### src/rtl/extmem_pkg.sv
package extmem_pkg;

    localparam int unsigned PROM_WS_W = 4;
    localparam int unsigned RAM_WS_W  = 2;
    localparam int unsigned SIZE_W    = 4;
    localparam int unsigned WADDR_W   = 30;
    localparam int unsigned DATA_W    = 32;
    localparam int unsigned BE_W      = DATA_W / 8;

    typedef enum logic [1:0] {
        RG_NONE,
        RG_PROM,
        RG_RAM
    } region_e;

    typedef enum logic [1:0] {
        ST_IDLE,
        ST_XFER,
        ST_MRD,
        ST_MWR
    } state_e;

    typedef struct packed {
        logic [SIZE_W-1:0]    bank_size;
        logic                 wprot;
        logic [RAM_WS_W-1:0]  ram_ws;
        logic [PROM_WS_W-1:0] prom_ws;
    } cfg_t;

    localparam int unsigned CFG_W = $bits(cfg_t);

endpackage

### src/rtl/extmem_cfg.sv
module extmem_cfg
    import extmem_pkg::*;
(
    input  logic             clk,
    input  logic             rst_n,
    input  logic             wr,
    input  logic [CFG_W-1:0] wdata,
    output cfg_t             cfg
);

    cfg_t cfg_d, cfg_q;

    always_comb begin
        cfg_d = cfg_q;
        if (wr) begin
            cfg_d = cfg_t'(wdata);
        end
    end

    always_ff @(posedge clk or negedge rst_n) begin
        if (!rst_n) begin
            cfg_q.prom_ws   <= '1;
            cfg_q.ram_ws    <= '1;
            cfg_q.wprot     <= 1'b0;
            cfg_q.bank_size <= '0;
        end else begin
            cfg_q <= cfg_d;
        end
    end

    assign cfg = cfg_q;

    // a write strobe is the only way the configuration changes
    p_cfg_hold_r11: assert property (@(posedge clk) disable iff (!rst_n)
        !$past(wr) |-> $stable(cfg_q))
        else $error("configuration changed without a write strobe");

endmodule

### src/rtl/extmem_decode.sv
module extmem_decode
    import extmem_pkg::*;
#(
    parameter int unsigned NUM_BANKS = 4
) (
    input  logic [WADDR_W-1:0] addr,
    input  logic [SIZE_W-1:0]  bank_size,
    output region_e            region,
    output logic               prom_upper,
    output logic [NUM_BANKS-1:0] bank_sel
);

    // 8 KiB is 2**11 words
    localparam int unsigned BASE_SHIFT = 11;
    localparam int unsigned OFF_W      = WADDR_W - 2;

    logic [OFF_W-1:0] ram_off;
    logic [OFF_W-1:0] bank_idx;

    always_comb begin
        ram_off    = addr[OFF_W-1:0];
        bank_idx   = ram_off >> (BASE_SHIFT + 32'(bank_size));
        prom_upper = addr[WADDR_W-4];
        region     = RG_NONE;
        bank_sel   = '0;
        if (addr[WADDR_W-1 -: 3] == 3'b000) begin
            region = RG_PROM;
        end else if (addr[WADDR_W-1 -: 2] == 2'b01) begin
            for (int b = 0; b < int'(NUM_BANKS); b++) begin
                if (bank_idx == OFF_W'(b)) begin
                    bank_sel[b] = 1'b1;
                end
            end
            if (|bank_sel) begin
                region = RG_RAM;
            end
        end
    end

endmodule

### src/rtl/extmem_ctrl.sv
module extmem_ctrl
    import extmem_pkg::*;
#(
    parameter int unsigned NUM_BANKS = 4,
    parameter int unsigned LEN_W     = 3
) (
    input  logic                 clk,
    input  logic                 rst_n,
    input  logic                 cfg_wr,
    input  logic [CFG_W-1:0]     cfg_wdata,
    input  logic                 req_valid,
    output logic                 req_ready,
    input  logic                 req_write,
    input  logic [WADDR_W-1:0]   req_addr,
    input  logic [BE_W-1:0]      req_be,
    input  logic [DATA_W-1:0]    req_wdata,
    input  logic [LEN_W-1:0]     req_len,
    output logic                 rsp_valid,
    output logic                 rsp_err,
    output logic [DATA_W-1:0]    rsp_rdata,
    output logic [WADDR_W-1:0]   mem_addr,
    output logic [DATA_W-1:0]    mem_wdata,
    input  logic [DATA_W-1:0]    mem_rdata,
    output logic                 mem_oe_n,
    output logic                 mem_we_n,
    output logic [BE_W-1:0]      mem_wbe_n,
    output logic [1:0]           prom_cs_n,
    output logic [NUM_BANKS-1:0] ram_cs_n
);

    typedef struct packed {
        state_e               st;
        logic [PROM_WS_W-1:0] cnt;
        logic [WADDR_W-1:0]   addr;
        logic [DATA_W-1:0]    wdata;
        logic [BE_W-1:0]      be;
        logic                 write_op;
        logic [LEN_W-1:0]     beats;
        logic [1:0]           prom_cs;
        logic [NUM_BANKS-1:0] ram_cs;
        logic                 oe;
        logic                 we;
        logic [BE_W-1:0]      wbe;
        logic                 rsp_valid;
        logic                 rsp_err;
        logic [DATA_W-1:0]    rsp_rdata;
    } ctl_t;

    cfg_t                 cfg;
    region_e              dec_region;
    logic                 dec_upper;
    logic [NUM_BANKS-1:0] dec_bank;
    logic [PROM_WS_W-1:0] ram_ws_ext;
    logic [DATA_W-1:0]    merged;
    ctl_t                 ctl_d, ctl_q;

    extmem_cfg i_cfg (
        .clk   (clk),
        .rst_n (rst_n),
        .wr    (cfg_wr),
        .wdata (cfg_wdata),
        .cfg   (cfg)
    );

    extmem_decode #(.NUM_BANKS(NUM_BANKS)) i_decode (
        .addr       (req_addr),
        .bank_size  (cfg.bank_size),
        .region     (dec_region),
        .prom_upper (dec_upper),
        .bank_sel   (dec_bank)
    );

    assign ram_ws_ext = PROM_WS_W'(cfg.ram_ws);

    always_comb begin
        for (int b = 0; b < int'(BE_W); b++) begin
            merged[b*8 +: 8] = ctl_q.be[b] ? ctl_q.wdata[b*8 +: 8] : mem_rdata[b*8 +: 8];
        end
    end

    always_comb begin
        ctl_d           = ctl_q;
        ctl_d.rsp_valid = 1'b0;
        ctl_d.rsp_err   = 1'b0;
        ctl_d.rsp_rdata = '0;
        unique case (ctl_q.st)
            ST_IDLE: begin
                if (req_valid) begin
                    ctl_d.addr     = req_addr;
                    ctl_d.wdata    = req_wdata;
                    ctl_d.be       = req_be;
                    ctl_d.write_op = req_write;
                    ctl_d.beats    = req_write ? '0 : req_len;
                    unique case (dec_region)
                        RG_PROM: begin
                            ctl_d.st      = ST_XFER;
                            ctl_d.cnt     = cfg.prom_ws;
                            ctl_d.prom_cs = dec_upper ? 2'b10 : 2'b01;
                            ctl_d.oe      = !req_write;
                            ctl_d.we      = req_write;
                            ctl_d.wbe     = req_write ? req_be : '0;
                        end
                        RG_RAM: begin
                            if (req_write && cfg.wprot) begin
                                ctl_d.rsp_valid = 1'b1;
                                ctl_d.rsp_err   = 1'b1;
                            end else begin
                                ctl_d.cnt    = ram_ws_ext;
                                ctl_d.ram_cs = dec_bank;
                                if (req_write && req_be != '1) begin
                                    ctl_d.st = ST_MRD;
                                    ctl_d.oe = 1'b1;
                                end else begin
                                    ctl_d.st  = ST_XFER;
                                    ctl_d.oe  = !req_write;
                                    ctl_d.we  = req_write;
                                    ctl_d.wbe = req_write ? '1 : '0;
                                end
                            end
                        end
                        default: begin
                            ctl_d.rsp_valid = 1'b1;
                            ctl_d.rsp_err   = 1'b1;
                        end
                    endcase
                end
            end
            ST_XFER: begin
                if (ctl_q.cnt != '0) begin
                    ctl_d.cnt = ctl_q.cnt - 1'b1;
                end else begin
                    ctl_d.rsp_valid = 1'b1;
                    ctl_d.rsp_rdata = ctl_q.write_op ? '0 : mem_rdata;
                    if (ctl_q.beats != '0) begin
                        ctl_d.beats = ctl_q.beats - 1'b1;
                        ctl_d.addr  = ctl_q.addr + 1'b1;
                        ctl_d.cnt   = (|ctl_q.ram_cs) ? ram_ws_ext : cfg.prom_ws;
                    end else begin
                        ctl_d.st      = ST_IDLE;
                        ctl_d.prom_cs = '0;
                        ctl_d.ram_cs  = '0;
                        ctl_d.oe      = 1'b0;
                        ctl_d.we      = 1'b0;
                        ctl_d.wbe     = '0;
                    end
                end
            end
            ST_MRD: begin
                if (ctl_q.cnt != '0) begin
                    ctl_d.cnt = ctl_q.cnt - 1'b1;
                end else begin
                    ctl_d.wdata = merged;
                    ctl_d.st    = ST_MWR;
                    ctl_d.oe    = 1'b0;
                    ctl_d.we    = 1'b1;
                    ctl_d.wbe   = '1;
                    ctl_d.cnt   = ram_ws_ext;
                end
            end
            ST_MWR: begin
                if (ctl_q.cnt != '0) begin
                    ctl_d.cnt = ctl_q.cnt - 1'b1;
                end else begin
                    ctl_d.rsp_valid = 1'b1;
                    ctl_d.st        = ST_IDLE;
                    ctl_d.ram_cs    = '0;
                    ctl_d.we        = 1'b0;
                    ctl_d.wbe       = '0;
                end
            end
            default: ctl_d.st = ST_IDLE;
        endcase
    end

    always_ff @(posedge clk or negedge rst_n) begin
        if (!rst_n) begin
            ctl_q <= '{st: ST_IDLE, default: '0};
        end else begin
            ctl_q <= ctl_d;
        end
    end

    assign req_ready = (ctl_q.st == ST_IDLE);
    assign rsp_valid = ctl_q.rsp_valid;
    assign rsp_err   = ctl_q.rsp_err;
    assign rsp_rdata = ctl_q.rsp_rdata;
    assign mem_addr  = ctl_q.addr;
    assign mem_wdata = ctl_q.wdata;
    assign mem_oe_n  = !ctl_q.oe;
    assign mem_we_n  = !ctl_q.we;
    assign mem_wbe_n = ~ctl_q.wbe;
    assign prom_cs_n = ~ctl_q.prom_cs;
    assign ram_cs_n  = ~ctl_q.ram_cs;

    // never two devices selected together
    p_one_select_r2: assert property (@(posedge clk) disable iff (!rst_n)
        $onehot0({~prom_cs_n, ~ram_cs_n}))
        else $error("more than one chip select active");

    // while the wait counter runs, the bus holds still
    p_wait_hold_r4: assert property (@(posedge clk) disable iff (!rst_n)
        (ctl_q.st != ST_IDLE && ctl_q.cnt != '0) |=>
            ($stable(prom_cs_n) && $stable(ram_cs_n) && $stable(mem_addr)))
        else $error("bus changed during a wait state");

    // RAM is written only as a whole word
    p_ram_word_write_r6: assert property (@(posedge clk) disable iff (!rst_n)
        (!mem_we_n && !(&ram_cs_n)) |-> (mem_wbe_n == '0))
        else $error("partial strobe on a RAM write");

    // a write strobe inside a held RAM select follows a read phase
    p_rmw_order_r6: assert property (@(posedge clk) disable iff (!rst_n)
        ($fell(mem_we_n) && !(&ram_cs_n) && $past(!(&ram_cs_n))) |-> $past(!mem_oe_n))
        else $error("write-back without a read phase");

    // never read and write together
    p_oe_we_excl_r6: assert property (@(posedge clk) disable iff (!rst_n)
        !(!mem_oe_n && !mem_we_n))
        else $error("output and write enable both active");

    // a protected RAM write never strobes and answers with an error
    p_wprot_r8: assert property (@(posedge clk) disable iff (!rst_n)
        (req_ready && req_valid && req_write && cfg.wprot && dec_region == RG_RAM) |=>
            (mem_we_n && rsp_valid && rsp_err))
        else $error("protected RAM write reached the bus");

    // an error response leaves the bus idle
    p_err_quiet_r9: assert property (@(posedge clk) disable iff (!rst_n)
        (rsp_valid && rsp_err) |-> (mem_we_n && mem_oe_n && (&prom_cs_n) && (&ram_cs_n)))
        else $error("bus active with an error response");

    // each further burst beat moves one word up
    p_burst_step_r10: assert property (@(posedge clk) disable iff (!rst_n)
        (ctl_q.st == ST_XFER && ctl_q.cnt == '0 && ctl_q.beats != '0) |=>
            (mem_addr == $past(mem_addr) + 1'b1 && !(&prom_cs_n && &ram_cs_n)))
        else $error("burst beat address or select wrong");

endmodule

### config.mk
export PLATFORM = sky130hd
export DESIGN_NAME = extmem_ctrl
export DESIGN_NICKNAME = d
export VERILOG_FILES = /design/src/rtl/extmem_pkg.sv /design/src/rtl/extmem_cfg.sv /design/src/rtl/extmem_decode.sv /design/src/rtl/extmem_ctrl.sv
export SDC_FILE = /design/constraint.sdc
export NUM_CORES = 1
export LEC_CHECK = 0
export BUFFER_PORTS_ARGS = -buffer_cell sky130_fd_sc_hd__buf_2
export CAP_MARGIN = 30
export CORE_UTILIZATION = 45
export DETAILED_ROUTE_END_ITERATION = 8
export MAX_ROUTING_LAYER = met4
export PLACE_DENSITY = 0.75
export SKIP_CTS_REPAIR_TIMING = 1
export SYNTH_ARGS = -nofsm -noshare
export SYNTH_HDL_FRONTEND = slang
export SYNTH_SLANG_ARGS = --single-unit
### constraint.sdc
create_clock -name clk -period 3.3 [get_ports clk]
set_input_delay 0.165 -clock clk [delete_from_list [all_inputs] [get_ports clk]]
set_output_delay 0.165 -clock clk [all_outputs]
set_load 0.01 [all_outputs]
==> results.py <==
metrics = {
    "outcome": {
        "status": "complete, but fails checks",
        "violations": "negative hold slack",
    },
    "power_and_ir_drop": {
        "power.density_mw_per_mm2": 836,
        "ir_worst_vdd_uv": 448,
        "p_leak_nw": 4.63,
        "design_power_total_mw": 7.98,
    },
    "global_routing": {
        "grt_pass1_vias": 6221,
        "use_met1": 0.312,
        "grt.overflow.total": 0,
        "grt_use_met3": 0.0338,
        "globalRoute.busiestLayer": "met2",
        "grt_start_max_net_pins": 79,
        "use_met2": 0.357,
        "antenna_found_initial": 0,
        "track_usage": 0.233,
        "grt_first_pass_wirelength_mm": 32.2,
    },
    "worst_setup_path": {
        "critPathMaxFanout": 14,
        "start_kind": "flop",
        "r2r.worst_path.cells": 7,
        "cp.arrival_ns": 3.40,
        "crit_required_ns": 3.59,
        "r2r_slack_ns": 0.19,
        "endpoint_kind": "flop",
        "path_class": "reg2reg",
        "critPathCapture": "ctl_q[118]",
        "r2r-end": "ctl_q[118]",
        "crit_path_start": "i_cfg.cfg[8]",
        "r2r_start": "i_cfg.cfg[8]",
    },
    "synthesis": {
        "syn-num-nets": 964,
        "synth_edf_count": 0,
        "yosysTopAreaCell": "dfrtp_1",
        "synth_cell_types": 67,
        "ys_warn_count": 0,
        "synth_top_cell_area_share": 0.401,
        "syn_area_per_cell_sq_um": 9.47,
        "synth_seq_area_share": 0.421,
        "synth_area_sq_mm": 0.00792,
        "synth_async_sr_flop_share": 1.00,
        "synth_flop_cell": "dfrtp_1",
        "synth_cells": 837,
        "synthTopCellsByArea": "dfrtp_1 40%, buf_4 9.1%, mux2i_1 4.7%",
        "ys_seq_elements": 133,
    },
    "detailed_routing": {
        "dr.pass1.iters": 5,
        "routed-via-count": 6699,
        "wire_per_inst_um": 16.9,
        "drtIter0Drc": 342,
        "drc": 0,
        "detail-route-antenna-nets": 0,
        "wirelength_mm": 20.9,
        "via_per_inst": 5.40,
    },
    "clock_network": {
        "cts_tree": "done",
        "cts_buffers": 17,
        "cts-htree-levels": 4,
        "cts_root_buf": "clkbuf_16",
        "clkSinkCount": 133,
        "cts_buffer_depth": 2,
        "clkLatencyLatePin_ns": 0.41,
        "clk_pin_slew_worst_paths_ns": 0.06,
    },
    "sta": {
        "fin_crit_ns": 3.11,
        "whs_ns": -0.0128,
        "finalCritPeriodShare": 0.943,
        "fin_ws_ns": 0.187,
        "finalHoldViolations": 1,
        "rsz0062_at_grt": "false",
        "final.setup.tns_ns": 0,
        "finalSetupViolCount": 0,
        "worst_pin_slew_ns": 0.520,
        "report.final.slew_viol_count": 0,
        "fmax_mhz": 321,
        "max_slew_margin": 0.651,
        "skew_ns": 0.00763,
    },
    "layout": {
        "fin_area_sq_mm": 0.00955,
        "utilization": 0.554,
        "finalNetCount": 1129,
        "antenna_cells": 0,
        "nFillCells": 1560,
        "syn_to_final_growth_pct": 20.5,
        "final_cell_mix": "224 x buf_2, 127 x dfrtp_1, 87 x nand2_1, 60 x o21ai_0, 45 x nor2_1",
        "stdcell_count": 1240,
        "layout-drive-gt1-share": 0.311,
        "final_common_cell": "buf_2",
    },
    "die": {
        "core_area_sq_mm": 0.0172,
        "start_util": 0.460,
        "dieArea_sq_mm": 0.0181,
        "io_pins": 226,
        "fp.dieW_um": 135,
        "rows": 48,
        "die_h_um": 135,
    },
    "placed_design": {
        "dpl.hpwl_mm": 15.0,
        "dp_cells": 1167,
        "portBuffers": 225,
        "pre_cts_ws_ns": 0.206,
        "routabilityCongestion": 0.877,
        "placed_area_sq_mm": 0.00859,
    },
    "worst_hold_path": {
        "hp-class": "in2reg",
    },
    "job": {
        "maxCapViolCount": 0,
    },
}
-- report_power, final --
group	internal [mW]	total (mW)	switching, mW
logic	1.43	3.49	2.07
clock network	1.01	1.77	0.758
registers	2.25	2.72	0.470
-- registers in the layout, summed over array words and instances (netlist names) --
register	count
ctl_q	26
i_cfg.cfg	11
mem_addr	30
mem_wdata	32
rsp_err	1
rsp_rdata	32
rsp_valid	1
-- critical path: stages (launching register included) --
cell and delay [ns]:
dfrtp_1 0.67, mux4_2 0.59, mux2_4 0.30, nor3_4 0.21
a31oi_4 0.16, o31a_4 0.42, nor3_4 0.29, mux2_1 0.35
-- synthesized netlist by cell type (3+ instances only) --
| cell type | instances |
|---|---|
| a211oi_1 | 5 |
| a21o_1 | 7 |
| a21oi_1 | 29 |
| a221o_1 | 6 |
| a221oi_1 | 3 |
| a22oi_1 | 34 |
| a32o_1 | 3 |
| a32oi_1 | 4 |
| and2_1 | 36 |
| and3_1 | 18 |
| and4_1 | 3 |
| buf_2 | 3 |
| buf_4 | 96 |
| clkbuf_1 | 33 |
| dfrtp_1 | 127 |
| dfstp_2 | 6 |
| ha_1 | 10 |
| inv_1 | 31 |
| mux2_2 | 15 |
| mux2i_1 | 37 |
| mux4_2 | 6 |
| nand2_1 | 87 |
| nand2b_1 | 6 |
| nand3_1 | 20 |
| nand4_1 | 5 |
| nor2_1 | 47 |
| nor2b_1 | 8 |
| nor3_1 | 12 |
| nor4_1 | 6 |
| o21a_1 | 3 |
| o21ai_0 | 60 |
| o221ai_1 | 4 |
| o22ai_1 | 16 |
| o31ai_1 | 8 |
-- how the worst min path moves through the flow --
stage	from	to	slack (ns)	cells past startpoint
after detailed placement	rst_n	rsp_rdata[24]	0.16	1
final	mem_rdata[3]	rsp_rdata[3]	-0.01	2
after global routing	req_addr[10]	mem_addr[10]	0.005	3
after CTS	rst_n	rsp_rdata[24]	-0.28	1
after floorplan	rst_n	ctl_q[116]	-0.13	0
after global placement	rst_n	rsp_rdata[30]	0.16	1
-- cell families (layout without fill, tap and decap cells) --
group | Yosys count | after routing | synth area share
AND/OR/NAND/NOR | 258 | 258 | 0.163
XOR/XNOR | 2 | 2 | 0.00221
flip-flops | 133 | 133 | 0.421
buffers and inverters | 166 | 344 | 0.126
adder cells (fa/ha/maj) | 10 | 10 | 0.0158
multiplexers | 62 | 62 | 0.0937
AO/OA/AOI/OAI | 206 | 206 | 0.178
-- final cells by class --
| cell class | count | area [sq um] | area share |
|---|---|---|---|
| repair buffers | 281 | 1670 | 0.175 |
| inverters | 31 | 116 | 0.0122 |
| clock inverters | 13 | 98.8 | 0.0104 |
| flip-flops and latches | 133 | 3340 | 0.349 |
| multi-input cells | 538 | 3590 | 0.376 |
| clock buffers | 19 | 453 | 0.0474 |
| well taps | 225 | 282 | 0.0295 |
-- metal layers --
| metal | wire length [um] | share of wire | vias up |
|---|---|---|---|
| met1 | 9470 | 0.45 | 3235 |
| met4 | 372 | 0.018 | 0 |
| met3 | 903 | 0.043 | 32 |
| li1 | - | - | 3224 |
| met2 | 10200 | 0.49 | 208 |
| met5 | 0 | 0 | - |
(Power assumes the default switching activity.)
